**src/rtl/spi_scan_master.sv**
```systemverilog
module spi_scan_master #(
  parameter int HALF_DIV   = 2,
  parameter int GAP_HALVES = 4
) (
  input  logic        clk,
  input  logic        rst_n,
  input  logic        start,
  input  logic [4:0]  num_ch,
  input  logic        cfg_range,
  input  logic        cfg_coding,
  output logic        cs_n,
  output logic        sclk,
  output logic        mosi,
  input  logic        miso,
  output logic        wr_en,
  output logic [3:0]  wr_addr,
  output logic [11:0] wr_data,
  output logic        done,
  output logic        err
);
  localparam int CW = (HALF_DIV > 1) ? $clog2(HALF_DIV) : 1;
  localparam int GW = $clog2(GAP_HALVES + 1);

  typedef enum logic [1:0] {S_IDLE, S_FRAME, S_GAP} st_t;

  st_t         st;
  logic [CW-1:0] cnt;
  logic [GW-1:0] gcnt;
  logic        ph, first_q, dummy_q, rng_r, cod_r;
  logic [3:0]  bcnt;
  logic [4:0]  fidx, num_r;
  logic [15:0] tx, rx;

  function automatic logic [15:0] cmd_word(input logic [3:0] ch, input logic r, input logic c);
    return {1'b1, 1'b0, ch, 2'b11, 1'b0, 1'b0, r, c, 4'b0000};
  endfunction

  wire       tick    = (cnt == CW'(HALF_DIV - 1));
  wire [4:0] num_eff = (num_ch == 5'd0) ? 5'd1 : (num_ch > 5'd16) ? 5'd16 : num_ch;
  wire [4:0] nf      = fidx + 5'd1;
  wire [3:0] nch     = (nf == num_r) ? 4'd0 : nf[3:0];
  wire [3:0] exp_tag = fidx[3:0] - 4'd1;
  wire       last_b  = tick && ph && (bcnt == 4'd15);

  assign mosi = tx[15];

  always_ff @(posedge clk or negedge rst_n) begin
    if (!rst_n) begin
      st <= S_IDLE; cnt <= '0; gcnt <= '0; ph <= 1'b0; bcnt <= '0;
      first_q <= 1'b1; dummy_q <= 1'b0; rng_r <= 1'b0; cod_r <= 1'b0;
      fidx <= '0; num_r <= 5'd1; tx <= '0; rx <= '0;
      cs_n <= 1'b1; sclk <= 1'b1;
      wr_en <= 1'b0; wr_addr <= '0; wr_data <= '0; done <= 1'b0; err <= 1'b0;
    end else begin
      wr_en <= 1'b0;
      done  <= 1'b0;
      if (st != S_IDLE) cnt <= tick ? '0 : cnt + 1'b1;
      case (st)
        S_IDLE: if (start) begin
          err <= 1'b0; rng_r <= cfg_range; cod_r <= cfg_coding; num_r <= num_eff;
          fidx <= '0; dummy_q <= first_q; first_q <= 1'b0;
          tx <= first_q ? 16'hFFFF : cmd_word(4'd0, cfg_range, cfg_coding);
          cs_n <= 1'b0; cnt <= '0; ph <= 1'b0; bcnt <= '0; st <= S_FRAME;
        end
        S_FRAME: if (tick) begin
          if (!ph) begin
            sclk <= 1'b0; rx <= {rx[14:0], miso}; ph <= 1'b1;
          end else begin
            sclk <= 1'b1; ph <= 1'b0; tx <= {tx[14:0], 1'b0};
            if (bcnt == 4'd15) begin
              cs_n <= 1'b1; gcnt <= '0; st <= S_GAP;
              if (!dummy_q && fidx != 5'd0) begin
                if (rx[15:12] == exp_tag) begin
                  wr_en <= 1'b1; wr_addr <= exp_tag; wr_data <= rx[11:0];
                end else err <= 1'b1;
              end
            end else bcnt <= bcnt + 4'd1;
          end
        end
        S_GAP: if (tick) begin
          if (gcnt == GW'(GAP_HALVES - 1)) begin
            if (!dummy_q && fidx == num_r) begin
              done <= 1'b1; st <= S_IDLE;
            end else begin
              if (dummy_q) begin
                dummy_q <= 1'b0; tx <= cmd_word(4'd0, rng_r, cod_r);
              end else begin
                fidx <= nf; tx <= cmd_word(nch, rng_r, cod_r);
              end
              cs_n <= 1'b0; ph <= 1'b0; bcnt <= '0; st <= S_FRAME;
            end
          end else gcnt <= gcnt + 1'b1;
        end
        default: st <= S_IDLE;
      endcase
    end
  end

  a_r4_sclk_idle_high: assert property (@(posedge clk) disable iff (!rst_n) cs_n |-> sclk);
  a_r4_mosi_stable_on_fall: assert property (@(posedge clk) disable iff (!rst_n)
    (!cs_n && $fell(sclk)) |-> $stable(mosi));
  a_r9_done_single: assert property (@(posedge clk) disable iff (!rst_n) done |=> !done);
  a_r9_done_cs_high: assert property (@(posedge clk) disable iff (!rst_n) done |-> cs_n);
  a_r6_wr_addr_in_scan: assert property (@(posedge clk) disable iff (!rst_n)
    wr_en |-> ({1'b0, wr_addr} < num_r));
  a_r6_wr_at_frame_end: assert property (@(posedge clk) disable iff (!rst_n) wr_en |-> $rose(cs_n));
  a_r7_no_write_on_error: assert property (@(posedge clk) disable iff (!rst_n) $rose(err) |-> !wr_en);
  a_r10_gap_min: assert property (@(posedge clk) disable iff (!rst_n) $rose(cs_n) |=> cs_n);
endmodule

```
**config.mk**
```make
export PLATFORM = sky130hd
export DESIGN_NAME = spi_scan_master
export DESIGN_NICKNAME = d
export VERILOG_FILES = /design/src/rtl/spi_scan_master.sv
export SDC_FILE = /design/constraint.sdc
export NUM_CORES = 1
export LEC_CHECK = 0
export BUFFER_PORTS_ARGS = -buffer_cell sky130_fd_sc_hd__buf_2
export CORE_MARGIN = 5
export CORE_UTILIZATION = 50
export DETAILED_ROUTE_END_ITERATION = 10
export PLACE_DENSITY = 0.78
export SYNTH_ARGS = -nofsm -noshare
export SYNTH_HDL_FRONTEND = slang
export SYNTH_SLANG_ARGS = --single-unit
```
**constraint.sdc**
```tcl
create_clock -name clk -period 2.78 [get_ports clk]
set_input_delay 0.139 -clock clk [delete_from_list [all_inputs] [get_ports clk]]
set_output_delay 0.139 -clock clk [all_outputs]
set_load 0.005 [all_outputs]
```
Word-level counts from Yosys, hierarchy flattened
Index checks and enable logic that the tools add are counted.
{ "totals": {"regBits": 78, "output_inout_bits": 22, "mem_bits_rw": 0, "mem_bits_ro": 0, "latch_bits": 0, "elab_cells": 144, "mem_count": 0} }
{ "classes": {"mul": 0, "n_lt_le_gt_ge": 1, "n_div": 0, "n_shift": 0, "addsub": 5, "n_eq_ne": 19, "bitwise_logic": 1, "n_mux": 74, "reduce_logical": 24} }
{ "ops": {"columns": ["operator", "count"], "rows": [
  ["two-way mux 16 bit", 6],
  ["case mux 16 bit (3 select lines)", 1],
  ["two-way mux 5 bit", 7],
  ["two-way mux 4 bit", 8],
  ["two-way mux 1 bit", 31],
  ["AND reduction 6 bit", 5],
  ["inequality test 2 bit (second input constant)", 12],
  ["AND reduction 8 bit", 2],
  ["two-way mux 15 bit", 1],
  ["two-way mux 3 bit", 5],
  ["two-way mux 14 bit", 1],
  ["AND reduction 7 bit", 2],
  ["two-way mux 2 bit", 6],
  ["case mux 4 bit (3 select lines)", 1],
  ["== test 5 bit", 2],
  ["case mux 5 bit (2 select lines)", 1],
  ["nonzero test 2 bit", 4],
  ["case mux 1 bit (3 select lines)", 2],
  ["case mux 2 bit (3 select lines)", 1],
  ["case mux 3 bit (2 select lines)", 1],
  ["adder 5 x 1 -> 5 bit (second input constant)", 1],
  ["> comparator 5 bit (second input constant)", 1],
  ["logical NOT 5 bit", 1],
  ["AND reduction 5 bit", 1],
  ["18 further kinds", 21]
]} }

Logic depth before layout (Yosys ltp)
Gate-level depths: netlist of run 1.
{ "logic_depth": {"depth_word": 8, "mapped_depth": 10} }

Worst setup path after synthesis of run 1
Ideal clock, no wire load.
{ "synth_timing": {"path_type": "register to register", "startpoint": "register fidx[1]", "endpoint": "register wr_data[4]", "path_buffers": 3, "path_stages_with_launch": 11, "slack_ps": 366, "t_arrival_ps": 2290, "t_required_ps": 2655, "path_cell_list": "dfrtp_1 -> clkbuf_2 -> inv_1 -> ha_1 -> xor2_1 -> o211ai_1 -> a2111oi_1 -> and2_1 -> buf_4 -> buf_6 -> mux2_2"} }
{ "synth_between": {"elab_chain_len": 3, "word_cells_on_any_way": 5, "cone_classes": "add/sub (1); eq/ne (1); reduce/logical (3)"} }
{ "synth_rtl": {"columns": ["element", "line_no", "source"], "rows": [
  ["start, declared", "31", "logic [4:0] fidx, num_r;"],
  ["start signal, assigned", "88", "fidx <= nf; tx <= cmd_word(nch, rng_r, cod_r);"],
  ["subtractor 4 x 1 -> 4 bit or nonzero test 5 bit (tied branches)", "42, 72", null],
  ["== test 4 bit or logical AND 1 bit (tied branches)", "73, 72", null],
  ["AND reduction 6 bit (no line) (*)", null, null],
  ["end signal, assigned", "53", "wr_en <= 1'b0; wr_addr <= '0; wr_data <= '0; done <= 1'b0; err <= 1'b0;"],
  ["end signal, assigned", "74", "wr_en <= 1'b1; wr_addr <= exp_tag; wr_data <= rx[11:0];"],
  ["end, declared", "17", "output logic [11:0] wr_data,"]
]} }
Mark *: on every way between the ends. The rest lies on a longest branch, timed or not.
A chain may end at the register's enable or synchronous reset.

Worst setup path after layout of run 1
{ "layout_timing": {"startpoint": "register fidx[0]", "endpoint": "register wr_data[1]"} }
{ "layout_between": {"elab_chain_len": 3, "word_cells_on_any_way": 5, "cone_classes": "add/sub (1); eq/ne (1); reduce/logical (3)"} }
{ "layout_rtl": {"columns": ["element", "line_no", "source"], "rows": [
  ["subtractor 4 x 1 -> 4 bit", "42", "wire [3:0] exp_tag = fidx[3:0] - 4'd1;"],
  ["via exp_tag[0]", "42", null],
  ["== test 4 bit", "73", "if (rx[15:12] == exp_tag) begin"],
  ["AND reduction 6 bit (no line)", null, null]
]} }
The timed path passes the listed nets, and every way through them passes these cells.

==> metrics.txt, run 1 <==
Post-Synthesis Cells=around 340; Slew HR=approximately 38%; hold_ws=40.8 ps; CORE AREA=7730 um^2; Bufs on Longest Clock Path=2; outcome=finished, final reports clean; Mapped Area=between 3000 and 4000 um^2; Worst Tran Pin Value=937 ps; Tcrit/Tclk final=around nine tenths; top area cells in the synthesized netlist=dfrtp_1 (47%), mux2_2 (11%), ha_1 (3.5%); Vias/cell=5.46; worst slack, placed=356 ps; Netlist cell types=between 50 and 60; CP arrival=about 2700 ps; Synth top area share=between 40% and 50%; cts bufs inserted=9; Most used DFF post-synth=dfrtp_1; diode count=0; minimum clock period after layout=~2500 ps; P per Cell Area=roughly 460 nW/um^2; layout cell share with drive strength beyond 1=~30%; P_sw=502 uW; Crit Path Class=flip-flop to flip-flop; Pleak=0.00208 uW; largest net degree at the start of global routing=approximately 80; initial core utilization=51.2%; Seq/Total Area, Yosys=49.5%; Die Width=98.9 um; total wire length=roughly 7.6 mm; CP Capture Type=flip-flop; Ys Warns=0; H-tree Lvls=3; CP required=3020 ps; CP Launch Type=flip-flop; DRT iter0 DRCs=193; EDFF count, synth=0; post-route DRC violation count=0; initial antenna violation count=0; Final Wtd Congestion=0.877; Fin. Hold Viols=0; Clock Skew=~13 ps; HPWL after detailed placement=5.29 mm; clock share of power=about two fifths; reg2reg path depth=8; Worst-Skew Late Latency=approximately 360 ps; Worst VDD drop=around 350 uV; Int Pwr=about 1500 uW; RSZ-0062 raised after global routing=no; sw frac=between 20 and 25%; commonest non-fill, non-tap cells in the layout=dfrtp_1 (74), mux2_2 (40), buf_2 (31); nets=approximately 400; row cnt=32; critical path fanouts, max=17; Final Worst Setup Slack=324 ps; FILL cells=~640; Slew Limit Fails=0; via count=~2600; number of max-cap violations=0; Mapped Nets=363; FFs w/ async S/R, synth=100%; Setup Viol. Count Final=0; post-CTS sizing=0; most common cell after layout, fill and taps aside=dfrtp_1; area leader, netlist=dfrtp_1; flops & latches, synth=78; clk slew on worst S/H paths=roughly 90 ps; Root Driver=clkbuf_8; Finished Layout Cells=around 480; final antenna-violating net count=0; CTS tree=done; Cells after DPL=approximately 460; 1st-pass router iterations=4; combinational power share=between 2 and 2.5%; CTS Sinks=a little under 80; port bufs=32; first-pass GRT wire length=between 10 and 15 mm; Seq pwr share=57.0%; vias in the first global route=2731; top achievable clock speed=~410 MHz; Die Ht=~99 um; die area=9790 um^2; Synth Area per Inst=~12 um^2; Layout area overhead=11.1%; Ports=33; Avg WL per Cell=15.7 um; hold path cells=2; total grt overflow=0; hold crit path type=input port to flip-flop; GRT Util Overall=between 10% and 20%; setup_tns=0 ps
kinds of logic after synthesis:
| group | synth area share, % |
|---|---|
| flops | 49.5 |
| mux | 16.5 |
| compound gates | 9.97 |
| fa+ha+maj | 3.48 |
| xor+xnor | 4.37 |
| simple gates | 11.2 |
| buf+inv | 5.00 |
per-layer routing:
layer  GRT usage [%]  share of wire, %
met4            6.09               1.5
met3            4.88               4.4
met2            26.3                50
met5               0                 0
met1            22.1                44
final cells by class:
cell class,instances,area [um^2],share of cell area [%]
inverters,19,71.3,1.62
flip-flops and latches,78,1960,44.5
clock inverters,7,70.1,1.59
multi-input cells,226,1800,40.9
well taps,102,128,2.90
clock buffers,9,124,2.82
repair buffers,42,245,5.58
power groups by stage:
stage	sequential [uW]	clock [uW]	combinational [uW]
floorplan	1170	0	14.0
global placement	1170	0	45.7
detailed placement	1170	0	47.4
CTS	1150	849	50.7
global route	1150	910	56.3
finish	1150	820	48.2
critical path: stages (launching register included):
cell,delay [ps]
dfrtp_1,350
inv_1,70
ha_1,390
xor2_1,210
o211ai_1,110
a2111oi_1,390
and2_1,190
buf_4,260
mux2_2,370
stage by stage:
| step | area [um^2] | utilization (%) | power (uW) |
|---|---|---|---|
| floorplan | 3950 | - | 1190 |
| global placement | 4170 | 54.0 | 1220 |
| detailed placement | 4170 | 54.0 | 1220 |
| CTS | 4390 | 56.9 | 2050 |
| global route | 4390 | 56.9 | 2120 |
| finish | 4390 | 56.9 | 2020 |
path summary, 6_finish.rpt:
path                                            from                endpoint  slack, ps
worst max register to register   fidx[0]$_DFFE_PN0P_  wr_data[1]$_DFFE_PN0P_        320
worst min register to register  num_r[0]$_DFFE_PN1P_    num_r[0]$_DFFE_PN1P_        490
max in group asynchronous                      rst_n       st[1]$_DFFE_PN0P_       1710
worst min-delay path                       cfg_range       rng_r$_DFFE_PN0P_         40
min in group asynchronous                      rst_n       tx[3]$_DFFE_PN0P_        470
worst max-delay path             fidx[0]$_DFFE_PN0P_  wr_data[1]$_DFFE_PN0P_        320
Yosys cell counts (2+ instances only):
cell,instances
a31oi_1,3
nand2_1,22
nor4_1,3
nor4b_1,4
nand3_1,7
nand4_1,3
mux2i_1,12
dfstp_2,4
xnor2_1,11
nor3_1,4
or3_1,2
a22oi_1,3
mux2_4,4
dfrtp_1,74
nand2b_1,6
o31ai_1,8
inv_1,19
mux2_1,2
mux2_2,40
o21ai_0,14
buf_4,3
and2_1,5
a21oi_1,20
ha_1,11
nand3b_1,2
buf_6,4
nor2_1,5
o21bai_1,2
clkbuf_1,7
o211ai_1,2
nor2b_1,6
xor2_1,5
buf_1,2
state kept, by name, indices dropped and copies added, names as in the netlist, 2 cells and up:
register / count
rx: 16
tx: 16
wr_data: 12
fidx: 5
num_r: 5
bcnt: 4
wr_addr: 4
gcnt: 3
st: 2
what timing repair did:
item	in CTS	in global routing
hold buffers	3	0
hold endpoints to repair	76	0
buffers inserted	0	0
Note: power is estimated with default switching activity, not from simulation.
==> run 2: changes to the inputs <==
--- a/config.mk
+++ b/config.mk
@@ -8,6 +8,7 @@
 export BUFFER_PORTS_ARGS = -buffer_cell sky130_fd_sc_hd__buf_2
 export CORE_MARGIN = 5
 export CORE_UTILIZATION = 50
+export CTS_BUF_LIST = sky130_fd_sc_hd__clkbuf_8
 export DETAILED_ROUTE_END_ITERATION = 10
 export PLACE_DENSITY = 0.78
 export SYNTH_ARGS = -nofsm -noshare
==> constraint.sdc (replaced) <==
create_clock -name clk -period 2.65 [get_ports clk]
set_input_delay 0.1325 -clock clk [delete_from_list [all_inputs] [get_ports clk]]
set_output_delay 0.1325 -clock clk [all_outputs]
set_load 0.005 [all_outputs]
==> run 2 against run 1 <==
- highest routed layer unchanged
- non-clock buffer count up 4
- die area unchanged
- routed wire length down 3.3%
- largest cell class unchanged
- clock skew down 3.1 ps
- worst setup slack worse by 50 ps
- largest power group unchanged
==> metrics.txt, run 2 (synthesized netlist as in run 1, its figures left out) <==
setup_tns=0 ps (unchanged); Int Pwr=1590 uW (+4.8%); FILL cells=639 (+0.31%); CP Buf/Inv Count=2 (unchanged); Reg area=1960 um^2 (unchanged); CP Capture Type=flip-flop; largest net degree at the start of global routing=79 (unchanged); hold crit path type=input port to flip-flop; P_sw=538 uW (+7.2%); multi-input logic area=1800 um^2 (+0.28%); cts bufs inserted=9 (unchanged); post-route DRC violation count=0 (unchanged); vias in the first global route=2810 (+2.9%); H-tree Lvls=3 (unchanged); minimum clock period after layout=2380 ps (-79.8 ps); top achievable clock speed=421 MHz (+3.4%); diode count=0 (unchanged); Cell Chain, Critical Path=inv_1 > ha_1 > xor2_1 > o211ai_1 > a2111oi_2 > and2_1 > buf_4 > mux2_2; sw frac=25.3% (+0.42 points); Slowest cell on crit path=ha_1; Final Util=57.3% (+0.40 points); Ports=33 (unchanged); Slew HR=37.1% (-0.42 points); number of max-cap violations=0 (unchanged); P per Cell Area=481 nW/um^2 (+4.6%); CTS tree=done; CP required=2890 ps (-130 ps); via count=2631 (-0.23%); final antenna-violating net count=0 (unchanged); Bufs on Longest Clock Path=2 (unchanged); Layout area overhead=11.9%; Slew Limit Fails=0 (unchanged); outcome=finished, final reports clean; Die Width=98.9 um (unchanged); initial core utilization=51.2% (unchanged); HPWL after detailed placement=5.14 mm (-2.8%); critical path fanouts, max=17 (unchanged); die area=9790 um^2 (unchanged); DRT iter0 DRCs=105 (-46%); Seq pwr share=56.8% (-0.2 points); biggest cell delay along the critical path=400 ps (about the same); Avg WL per Cell=15.0 um (-4.1%); CTS Sinks=78 (unchanged); layout cell share with drive strength beyond 1=30.6% (+0.99 points); met3 wire length=280 um (-16%); Crit Path Class=flip-flop to flip-flop; total grt overflow=0 (unchanged); commonest non-fill, non-tap cells in the layout=dfrtp_1 (74), mux2_2 (40), buf_2 (31); Clock Skew=9.73 ps (-3.11 ps); CP top delay family=compound AO/OA/AOI/OAI gates; 1st-pass router iterations=5 (+1); Root Driver=clkbuf_8; Area after DPL=4200 um^2 (+0.72%); hold_ws=32.0 ps (-8.79 ps); nets=402 (+1.0%); Top Registers=rx: 16 flops, tx: 16 flops, wr_data: 12 flops; Final Cell Area=4430 um^2 (+0.71%); Worst-Skew Late Latency=350 ps (about the same); Vias/cell=5.40 (-1.0%); CP arrival=2610 ps (-80 ps); met2 WL=3.53 mm (-6.0%); Post-Route M1 WL=3.38 mm (+0.27%); Setup Viol. Count Final=0 (unchanged); most common cell after layout, fill and taps aside=dfrtp_1; combinational power share=2.4% (about the same); total wire length=7.33 mm (-3.3%); Post-CTS Setup Inserts=0 (unchanged); CORE AREA=7730 um^2 (unchanged); CP Launch Type=flip-flop; clock share of power=40.8% (+0.2 points); GRT Util Overall=16.3% (-0.45 points); Final Wtd Congestion=0.891 (+1.6%); max layer used=met4; clk slew on worst S/H paths=90 ps (about the same); Final Worst Setup Slack=274 ps (-50.2 ps); initial antenna violation count=0 (unchanged); RSZ-0062 raised after global routing=no; port bufs=32 (unchanged); Die Ht=98.9 um (unchanged); worst slack, placed=182 ps (-174 ps); Tcrit/Tclk final=89.7% (+1.3 points); first-pass GRT wire length=13.1 mm (-1.2%); Worst VDD drop=355 uV (+2.5%); row cnt=32 (unchanged); Pleak=0.00210 uW (+1.0%); Worst Tran Pin Value=943 ps (+6.30 ps); Fin. Hold Viols=0 (unchanged)
run 2: cell types whose count changed in the layout (fill, tap and decap cells not counted):
cell        change
buf_4           +4
a2111oi_1       -1
a2111oi_2       +1
inv_8           -2
inv_6           +3
clkinvlp_4      -1
run 2: through the flow:
stage               cells  total power, uW
floorplan             341             1240
finish                487             2130
global placement      468             1280
global route          487             2220
CTS                   487             2150
detailed placement    468             1280
run 2: layer usage:
| layer | vias up | global-route usage (%) |
|---|---|---|
| met5 | - | 0 |
| met4 | 0 | 5.88 |
| met3 | 14 | 4.25 |
| met2 | 43 | 26.2 |
| met1 | 1291 | 21.3 |
| li1 | 1283 | - |
run 2: layout make-up:
cell class                 count  area share [%]
timing repair buffer          46            6.22
sequential                    78            44.2
clock buffer                   9            2.80
tap                          102            2.88
clock inverter                 7            1.50
multi-input combinational    226            40.8
inverter                      19            1.61
run 2: final timing paths:
| path | slack [ps] | end | start | cells past startpoint |
|---|---|---|---|---|
| worst max register to register | 270 | wr_data[11]$_DFFE_PN0P_ | fidx[0]$_DFFE_PN0P_ | 8 |
| min in group asynchronous | 460 | tx[2]$_DFFE_PN0P_ | rst_n | 2 |
| worst min-delay path | 30 | cod_r$_DFFE_PN0P_ | cfg_coding | 2 |
| max in group asynchronous | 1580 | ph$_DFFE_PN0P_ | rst_n | 2 |
| worst min register to register | 490 | num_r[0]$_DFFE_PN1P_ | num_r[0]$_DFFE_PN1P_ | 2 |
| worst max-delay path | 270 | wr_data[11]$_DFFE_PN0P_ | fidx[0]$_DFFE_PN0P_ | 8 |
run 2: power groups by stage:
stage / Combinational (uW) / Sequential (uW) / Clock (uW)
after global placement: 48.0 / 1230 / 0
after detailed placement: 49.5 / 1230 / 0
final: 51.4 / 1210 / 869
after CTS: 53.2 / 1210 / 893
after floorplan: 14.7 / 1230 / 0
after global routing: 60.9 / 1210 / 950
run 2: what timing repair did:
action | in CTS | in global routing
gates resized for setup | 0 | 1
hold endpoints to repair | 76 | 0
hold buffers | 3 | 0
endpoints found under the setup margin | 0 | 14
==> run 3: changes to the inputs <==
--- a/config.mk
+++ b/config.mk
@@ -11,6 +11,7 @@
 export CTS_BUF_LIST = sky130_fd_sc_hd__clkbuf_8
 export DETAILED_ROUTE_END_ITERATION = 10
 export PLACE_DENSITY = 0.78
+export REMOVE_ABC_BUFFERS = 1
 export SYNTH_ARGS = -nofsm -noshare
 export SYNTH_HDL_FRONTEND = slang
 export SYNTH_SLANG_ARGS = --single-unit
==> run 3 against run 2 <==
- critical path depth is the same
- first-iteration DRC count grew 70%
- power grew 3.9%
- worst hold slack lost 5.3 ps
- cell area up 0.37%
- clock skew decreased by 1.3 ps
- clock power rose by 9.7%
- die area did not move
- critical endpoint is now wr_data[2]$_DFFE_PN0P_
- largest power group unchanged
- highest routed layer unchanged
==> metrics.txt, run 3 (synthesized netlist as in run 1, its figures left out) <==
Avg WL per Cell=15.1 um (about the same); Bufs on Longest Clock Path=2 (unchanged); 1st-pass router iterations=4 (-1); cts bufs inserted=9 (unchanged); largest net degree at the start of global routing=79 (unchanged); total grt overflow=0 (unchanged); nets=401 (-0.25%); RSZ-0062 raised after global routing=no; Fin. Hold Viols=0 (unchanged); CORE AREA=7730 um^2 (unchanged); setup_tns=0 ps (unchanged); most common cell after layout, fill and taps aside=dfrtp_1; H-tree Lvls=3 (unchanged); Slew Limit Fails=0 (unchanged); Top Registers=rx: 16 flops, tx: 16 flops, wr_data: 12 flops; clk slew on worst S/H paths=80 ps (about the same); vias in the first global route=2692 (-4.2%); Die Width=98.9 um (unchanged); CP Launch Type=flip-flop; Worst-Skew Late Latency=350 ps (about the same); critical path fanouts, max=17 (unchanged); hold crit path type=input port to flip-flop; CP Capture Type=flip-flop; Final Util=57.5% (+0.21 points); Slew HR=37.0% (-0.13 points); outcome=finished, final reports clean; CP arrival=2560 ps (-50 ps); initial antenna violation count=0 (unchanged); CP required=2890 ps (about the same); Area after DPL=4190 um^2 (-0.18%); CTS tree=done; via count=2673 (+1.6%); Root Driver=clkbuf_8; GRT Util Overall=16.3% (about the same); Layout area overhead=12.3%; row cnt=32 (unchanged); post-route DRC violation count=0 (unchanged); port bufs=32 (unchanged); diode count=0 (unchanged); CTS Sinks=78 (unchanged); number of max-cap violations=0 (unchanged); Cells after DPL=467 (-0.21%); Final Cell Area=4440 um^2 (+0.37%); minimum clock period after layout=2320 ps (-56.7 ps); Worst Tran Pin Value=945 ps (+1.90 ps); initial core utilization=51.2% (unchanged); Setup Viol. Count Final=0 (unchanged); first-pass GRT wire length=12.9 mm (-1.4%); Worst VDD drop=470 uV (+33%); Crit Path Class=flip-flop to flip-flop; Clock Skew=8.48 ps (-1.26 ps); P per Cell Area=498 nW/um^2 (+3.6%); layout cell share with drive strength beyond 1=30.2% (-0.44 points); Ports=33 (unchanged); top achievable clock speed=431 MHz (+2.4%); final antenna-violating net count=0 (unchanged); commonest non-fill, non-tap cells in the layout=dfrtp_1 (74), mux2_2 (40), buf_2 (31); HPWL after detailed placement=5.11 mm (-0.72%); DRT iter0 DRCs=178 (+70%); total wire length=7.32 mm (-0.14%); Finished Layout Cells=486 (-0.21%); die area=9790 um^2 (unchanged); Vias/cell=5.50 (+1.8%); Final Wtd Congestion=0.866 (-2.8%); Die Ht=98.9 um (unchanged); Tcrit/Tclk final=87.5% (-2.1 points); Pleak=0.00211 uW (+0.32%)
[run 3: critical path: stages, from the launching register on]
cell and delay [ps]:
dfrtp_1 350, inv_1 70, ha_1 390, xor2_1 180, o211ai_1 120, a2111oi_2 310, and2_1 180, buf_4 250
mux2_2 370
[run 3: final cells by class]
type	instances	area [um^2]
fill	660	3290
sequential	78	1960
multi-input combinational	226	1800
timing repair buffer	45	268
tap	102	128
clock buffer	9	124
clock inverter	7	90.1
inverter	19	71.3
[run 3: power breakdown]
group | leakage [uW] | internal [uW] | switching, uW
logic | 0.00101 | 20.4 | 30.3
clock network | 0.000110 | 525 | 429
registers | 0.000986 | 1200 | 8.09
[run 3: repair_timing]
item,CTS,global route
gates resized for setup,0,1
endpoints found under the setup margin,0,12
buffers inserted,0,0
hold endpoints to repair,76,0
hold buffers,3,0
[run 3: final timing paths]
| path | startpoint | to | slack, ps | depth (start not counted) |
|---|---|---|---|---|
| worst max-delay path | fidx[0]$_DFFE_PN0P_ | wr_data[2]$_DFFE_PN0P_ | 330 | 8 |
| worst min-delay path | cfg_coding | cod_r$_DFFE_PN0P_ | 30 | 2 |
| worst max register to register | fidx[0]$_DFFE_PN0P_ | wr_data[2]$_DFFE_PN0P_ | 330 | 8 |
| worst min register to register | num_r[0]$_DFFE_PN1P_ | num_r[0]$_DFFE_PN1P_ | 480 | 2 |
| max in group asynchronous | rst_n | st[1]$_DFFE_PN0P_ | 1570 | 2 |
| min in group asynchronous | rst_n | tx[1]$_DFFE_PN0P_ | 470 | 2 |
[run 3: per-layer routing]
metal	vias to the layer above	GRT usage, %	wire, um
met5	-	0	0
met4	0	6.20	126
met3	15	5.10	375
met2	61	25.4	3480
met1	1316	21.4	3340
li1	1281	-	-
[run 3: through the flow]
step | power (uW) | hold WS, ps | worst slack, ps
final | 2210 | 26.7 | 330
after global routing | 2310 | 4.15 | 130
after detailed placement | 1280 | 335 | 294
after global placement | 1280 | 332 | 353
after CTS | 2250 | 7.69 | 271
after floorplan | 1240 | -163 | 29.4
